===== config.mk =====
export PLATFORM = sky130hd
export DESIGN_NAME = intc_vectored
export DESIGN_NICKNAME = d
export VERILOG_FILES = /design/src/rtl/intc_pkg.sv /design/src/rtl/intc_ctrl.sv /design/src/rtl/intc_prio.sv /design/src/rtl/intc_datapath.sv /design/src/rtl/intc_vectored.sv
export SDC_FILE = /design/constraint.sdc
export NUM_CORES = 1
export LEC_CHECK = 0
export BUFFER_PORTS_ARGS = -buffer_cell sky130_fd_sc_hd__buf_2
export CAP_MARGIN = 20
export CORE_MARGIN = 3
export CORE_UTILIZATION = 50
export DETAILED_ROUTE_END_ITERATION = 10
export PLACE_DENSITY = 0.83
export SETUP_SLACK_MARGIN = 0.3
export SYNTH_ARGS = -nofsm -noshare
export SYNTH_HDL_FRONTEND = slang
export SYNTH_SLANG_ARGS = --single-unit

===== constraint.sdc =====
create_clock -name clk -period 2.1 [get_ports clk]
set_input_delay 0 -clock clk [delete_from_list [all_inputs] [get_ports clk]]
set_output_delay 0 -clock clk [all_outputs]
set_load 0.005 [all_outputs]

===== src/rtl/intc_pkg.sv =====
package intc_pkg;
  localparam int ADDR_W = 5;
  localparam int WORD_LSB = 2;
  localparam int MASTER_OUT_BIT = 0;
  localparam int MASTER_CAP_BIT = 1;

  typedef enum logic [2:0] {
    REG_STATUS = 3'd0,
    REG_PEND   = 3'd1,
    REG_ENABLE = 3'd2,
    REG_ACK    = 3'd3,
    REG_SETEN  = 3'd4,
    REG_CLREN  = 3'd5,
    REG_VECTOR = 3'd6,
    REG_MASTER = 3'd7
  } regIdxE;

  typedef struct packed {
    logic wrStatus;
    logic wrEnable;
    logic wrAck;
    logic wrSetEn;
    logic wrClrEn;
    logic wrMaster;
  } ctrlStrobeS;
endpackage


===== src/rtl/intc_ctrl.sv =====
module intc_ctrl
  import intc_pkg::*;
(
  input  logic              busWrEn,
  input  logic [ADDR_W-1:0] busAddr,
  output ctrlStrobeS        strb,
  output regIdxE            rdIdx
);
  logic aligned;
  logic wrOk;

  assign rdIdx   = regIdxE'(busAddr[ADDR_W-1:WORD_LSB]);
  assign aligned = (busAddr[WORD_LSB-1:0] == '0);
  assign wrOk    = busWrEn && aligned;

  always_comb begin
    strb = '0;
    if (wrOk) begin
      unique case (rdIdx)
        REG_STATUS: strb.wrStatus = 1'b1;
        REG_ENABLE: strb.wrEnable = 1'b1;
        REG_ACK:    strb.wrAck    = 1'b1;
        REG_SETEN:  strb.wrSetEn  = 1'b1;
        REG_CLREN:  strb.wrClrEn  = 1'b1;
        REG_MASTER: strb.wrMaster = 1'b1;
        default:    strb = '0;
      endcase
    end
  end
endmodule


===== src/rtl/intc_prio.sv =====
module intc_prio #(
  parameter int NUM_SRC = 32,
  parameter int DATA_W  = 32
) (
  input  logic [NUM_SRC-1:0] pending,
  output logic [DATA_W-1:0]  vector
);
  always_comb begin
    vector = '1;
    for (int i = NUM_SRC - 1; i >= 0; i--) begin
      if (pending[i]) vector = DATA_W'(i);
    end
  end
endmodule


===== src/rtl/intc_datapath.sv =====
module intc_datapath
  import intc_pkg::*;
#(
  parameter int                 NUM_SRC   = 32,
  parameter int                 DATA_W    = 32,
  parameter logic [NUM_SRC-1:0] EDGE_MASK = '0
) (
  input  logic               clk,
  input  logic               rst_n,
  input  logic [NUM_SRC-1:0] srcIn,
  input  ctrlStrobeS         strb,
  input  regIdxE             rdIdx,
  input  logic [DATA_W-1:0]  wrData,
  input  logic [DATA_W-1:0]  vectorIn,
  output logic [DATA_W-1:0]  rdData,
  output logic [NUM_SRC-1:0] statusQ,
  output logic [NUM_SRC-1:0] enableQ,
  output logic [NUM_SRC-1:0] pendingQ,
  output logic [DATA_W-1:0]  masterQ
);
  localparam logic [NUM_SRC-1:0] LEVEL_MASK = ~EDGE_MASK;

  logic [NUM_SRC-1:0] srcPrevQ;
  logic [NUM_SRC-1:0] dataSrc;
  logic [NUM_SRC-1:0] baseStatus;
  logic [NUM_SRC-1:0] nextStatus;
  logic [NUM_SRC-1:0] nextEnable;
  logic [NUM_SRC-1:0] riseVec;
  logic               captureOn;

  assign dataSrc   = wrData[NUM_SRC-1:0];
  assign captureOn = masterQ[MASTER_CAP_BIT];
  assign riseVec   = srcIn & ~srcPrevQ;

  always_comb begin
    baseStatus = strb.wrStatus ? dataSrc : statusQ;
    if (strb.wrAck) baseStatus = baseStatus & ~dataSrc;
    if (captureOn) begin
      nextStatus = ((baseStatus | riseVec) & EDGE_MASK) | (srcIn & LEVEL_MASK);
    end else begin
      nextStatus = baseStatus;
    end
  end

  always_comb begin
    nextEnable = strb.wrEnable ? dataSrc : enableQ;
    if (strb.wrSetEn) nextEnable = nextEnable | dataSrc;
    if (strb.wrClrEn) nextEnable = nextEnable & ~dataSrc;
  end

  always_ff @(posedge clk or negedge rst_n) begin
    if (!rst_n) begin
      statusQ  <= '0;
      enableQ  <= '0;
      pendingQ <= '0;
      masterQ  <= '0;
      srcPrevQ <= '0;
    end else begin
      statusQ  <= nextStatus;
      enableQ  <= nextEnable;
      pendingQ <= nextStatus & nextEnable;
      srcPrevQ <= srcIn;
      if (strb.wrMaster) masterQ <= wrData;
    end
  end

  always_comb begin
    unique case (rdIdx)
      REG_STATUS: rdData = DATA_W'(statusQ);
      REG_PEND:   rdData = DATA_W'(pendingQ);
      REG_ENABLE: rdData = DATA_W'(enableQ);
      REG_VECTOR: rdData = vectorIn;
      REG_MASTER: rdData = masterQ;
      default:    rdData = '0;
    endcase
  end
endmodule


===== src/rtl/intc_vectored.sv =====
module intc_vectored
  import intc_pkg::*;
#(
  parameter int                 NUM_SRC   = 32,
  parameter int                 DATA_W    = 32,
  parameter logic [NUM_SRC-1:0] EDGE_MASK = '0
) (
  input  logic               clk,
  input  logic               rst_n,
  input  logic [NUM_SRC-1:0] srcIn,
  input  logic               busWrEn,
  input  logic [ADDR_W-1:0]  busAddr,
  input  logic [DATA_W-1:0]  busWrData,
  output logic [DATA_W-1:0]  busRdData,
  output logic               irqOut
);
  ctrlStrobeS         strb;
  regIdxE             rdIdx;
  logic [NUM_SRC-1:0] statusQ;
  logic [NUM_SRC-1:0] enableQ;
  logic [NUM_SRC-1:0] pendingQ;
  logic [DATA_W-1:0]  masterQ;
  logic [DATA_W-1:0]  vectorQ;

  intc_ctrl u_ctrl (
    .busWrEn (busWrEn),
    .busAddr (busAddr),
    .strb    (strb),
    .rdIdx   (rdIdx)
  );

  intc_prio #(.NUM_SRC(NUM_SRC), .DATA_W(DATA_W)) u_prio (
    .pending (pendingQ),
    .vector  (vectorQ)
  );

  intc_datapath #(.NUM_SRC(NUM_SRC), .DATA_W(DATA_W), .EDGE_MASK(EDGE_MASK)) u_dp (
    .clk      (clk),
    .rst_n    (rst_n),
    .srcIn    (srcIn),
    .strb     (strb),
    .rdIdx    (rdIdx),
    .wrData   (busWrData),
    .vectorIn (vectorQ),
    .rdData   (busRdData),
    .statusQ  (statusQ),
    .enableQ  (enableQ),
    .pendingQ (pendingQ),
    .masterQ  (masterQ)
  );

  assign irqOut = masterQ[MASTER_OUT_BIT] && masterQ[MASTER_CAP_BIT] && (pendingQ != '0);
endmodule


==> results.sh <==
export IMPL_power_frac_comb_pct=28.2
export IMPL_fmaxAchievable_ghz=0.447
export IMPL_cts_tree="built"
export IMPL_antennaDiodeCount=0
export IMPL_ys_async_sr_fraction_pct=100
export IMPL_cells_along_the_critical_path="or4_4 > nor3_4 > and2b_2 > nand2_4 > buf_12 > nand3_1 > buf_2"
export IMPL_power_share_switching_pct=30.5
export IMPL_yosysSeqAreaShare_pct=48.8
export IMPL_vias=6469
export IMPL_setup_viol=31
export IMPL_timing_critical_path_fanout_max=17
export IMPL_layout_worst_path_cycle_share_pct=107
export IMPL_clock_sinks=128
export IMPL_synth_edf_count=0
export IMPL_synth_distinct_cells=44
export IMPL_drive_gt1_share_pct=34.4
export IMPL_ys_flop_type="sky130_fd_sc_hd__dfrtp_1"
export IMPL_clkPwrFrac_pct=35.4
export IMPL_yosys_top_cells_area="sky130_fd_sc_hd__dfrtp_1, sky130_fd_sc_hd__a22oi_1, sky130_fd_sc_hd__o31ai_2, sky130_fd_sc_hd__mux2_2, sky130_fd_sc_hd__o2bb2ai_1"
export IMPL_floorplan_io_pins=105
export IMPL_dp_hpwl_um=11900
export IMPL_ys_warnings_count=0
export IMPL_violations="setup timing"
export IMPL_run_status="finished, violations left"
export IMPL_core_area_um2=12700
export IMPL_postSynthNetCount=695
export IMPL_drt_initial_drc_count=859
export IMPL_hold_path_class="input port to flop"
export IMPL_flip_flop_and_latch_count_after_synthesis=128
export IMPL_finalWirelength_um=22200
export IMPL_clock_network_latency_to_the_later_pin_of_the_worst_skew_pair_ns=0.43
export IMPL_crit_required_ns=2.10
export IMPL_synthesis_area_um2=6570
export IMPL_rsz0062_at_grt="yes"
export IMPL_syn_mean_instance_area_um2=10.5
export IMPL_worst_slew_pin_transition_ns=0.734
export IMPL_ir_drop_v=0.000775
export IMPL_timing_final_max_slew_violations=0
export IMPL_final_net_count=897
export IMPL_global_route_total_usage_across_every_layer_pct=29.4
export IMPL_setup_worst_path_class="flop to output pin"
export IMPL_clock_skew_ns=0.00998
export IMPL_slack_of_the_critical_path_ns=-0.139
export IMPL_synthDominantAreaCellType="sky130_fd_sc_hd__dfrtp_1"
export IMPL_critical_path_endpoint_type="output pin"
export IMPL_clk_transition_reported_paths_ns=0.06
export IMPL_area_growth_pct=41.2
export IMPL_port_buffer_count=104
export IMPL_grt_start_max_net_pins=129
export IMPL_die_height_um=121
export IMPL_layout_commonest_cell="sky130_fd_sc_hd__dfrtp_1"
export IMPL_clock_tree_root_cell="sky130_fd_sc_hd__clkbuf_16"
export IMPL_antenna_found_initial=0
export IMPL_route_antenna_remaining_nets=0
export IMPL_crit_arrival_ns=2.24
export IMPL_mostFrequentLayoutCells="sky130_fd_sc_hd__dfrtp_1, sky130_fd_sc_hd__buf_2, sky130_fd_sc_hd__a22oi_1"
export IMPL_cts_made_buffers=17
export IMPL_globalRoute_totalOverflow=0
export IMPL_number_of_vias_per_cell_after_detailed_routing=6.40
export IMPL_cellLeakagePower_uw=0.00432
export IMPL_power_internal_uw=6920
export IMPL_drc_violations_left=0
export IMPL_fin_crit_ns=2.24
export IMPL_firstDrtPassIters=6
export IMPL_critical_path_max_stage_delay_ns=0.57
export IMPL_p_per_area_nw_per_um2=1070
export IMPL_p_total_uw=9960
export IMPL_flop_pwr_share_pct=36.3
export IMPL_synthesis_instances=623
export IMPL_timing_slew_headroom_pct=51.1
export IMPL_start_util_pct=51.6
export IMPL_synthDominantCellAreaShare_pct=48.8
export IMPL_critical_path_slowest_cell="sky130_fd_sc_hd__or4_4"
export IMPL_grt_pass1_vias=6489
export IMPL_place_congestion=0.858
export IMPL_chipWidth_um=121
export IMPL_cts_root_to_sink_buffers=2
export IMPL_dp_slack_ns=0.196
export IMPL_h_tree_depth_reported_by_cts=4
export IMPL_maxCapViolations=0
export IMPL_net_switching_power_uw=3030
export IMPL_final_hold_viol_count=0
export IMPL_rows=41
export IMPL_wire_per_inst_um=22.0
export IMPL_die_area_um2=14500
export IMPL_first_pass_grt_wire_length_um=33400
export IMPL_worst_setup_path_start_kind="flop"
sequential cells by signal (all words and copies together), names as in the netlist:
signal and cells:
u_dp.enableQ 32, u_dp.masterQ 32, u_dp.pendingQ 32, u_dp.statusQ 32
timing repair:
item                       CTS  global route
setup buffers               13             8
hold buffers                85             0
pin swaps                    6             4
setup endpoints to repair   33            47
gates resized for setup     26            38
cloned                       0             1
hold endpoints to repair   256             0
area by class of cell:
cell class,count,area (um2)
clock buffer,19,453
fill,805,3450
inverter,5,18.8
timing repair buffer,232,1820
tap,172,215
multi-input combinational,441,3290
sequential,128,3210
clock inverter,13,256
final timing paths:
| kind | from | to | slack, ns | depth (start not counted) |
|---|---|---|---|---|
| max in group asynchronous | rst_n | u_dp.statusQ[0] | 1.34 | 3 |
| setup / recovery | u_dp.pendingQ[7] | busRdData[27] | -0.14 | 7 |
| hold / removal | busAddr[0] | u_dp.enableQ[30] | 0.08 | 5 |
| min in group asynchronous | rst_n | u_dp.masterQ[28] | 0.17 | 3 |
| setup reg to reg | u_dp.masterQ[1] | u_dp.statusQ[4] | 0.33 | 3 |
| hold reg to reg | u_dp.masterQ[16] | u_dp.masterQ[16] | 0.51 | 1 |
cells by family after synthesis:
| group | synth area share [%] |
|---|---|
| AO/OA/AOI/OAI | 25.9 |
| AND/OR/NAND/NOR | 14.4 |
| flip-flops | 48.8 |
| buffers and inverters | 4.82 |
| multiplexers | 5.95 |
| XOR/XNOR | 0.133 |
stage by stage:
stage	std cells	cell area (um2)	TNS, ns	hold slack, ns	utilization [%]
finish	1010	9270	-2.79	0.0842	72.9
global route	1010	9270	-4.49	0.132	72.9
CTS	1001	8990	-0.698	0.0841	70.7
detailed placement	871	7240	0	0.169	56.9
global placement	871	7240	0	0.157	56.9
floorplan	623	6570	0	-0.296	-
cell usage after synthesis, drive strengths merged (8+ instances only):
master   number
dfrtp       128
a22oi        90
nor2         50
nand2        43
a21oi        38
o31ai        35
and2         33
buf          33
nand3        33
mux2         32
o2bb2ai      32
clkbuf       16
nor3          8
layer usage:
layer | share of wire (%) | vias to the layer above | global-route usage [%]
met4 | 4.8 | 0 | 15.6
met3 | 8.4 | 108 | 5.38
met1 | 38 | 3141 | 36.8
met5 | 0 | - | 0
li1 | - | 2751 | -
met2 | 49 | 469 | 48.5
power by group through the flow:
| stage | sequential, uW | clock, uW | combinational [uW] |
|---|---|---|---|
| after global placement | 3540 | 0 | 1840 |
| after global routing | 3670 | 3660 | 3040 |
| after CTS | 3550 | 3540 | 2460 |
| final | 3620 | 3530 | 2810 |
| after floorplan | 3420 | 0 | 1360 |
| after detailed placement | 3580 | 0 | 1920 |
worst max-delay path, delay by kind of cell (launching register included):
family                 cells  cell delay [ns]
AND/OR/NAND/NOR            5             1.11
flip-flops                 1             0.39
buffers and inverters      2             0.29
Power figures use the tool's default switching activity.
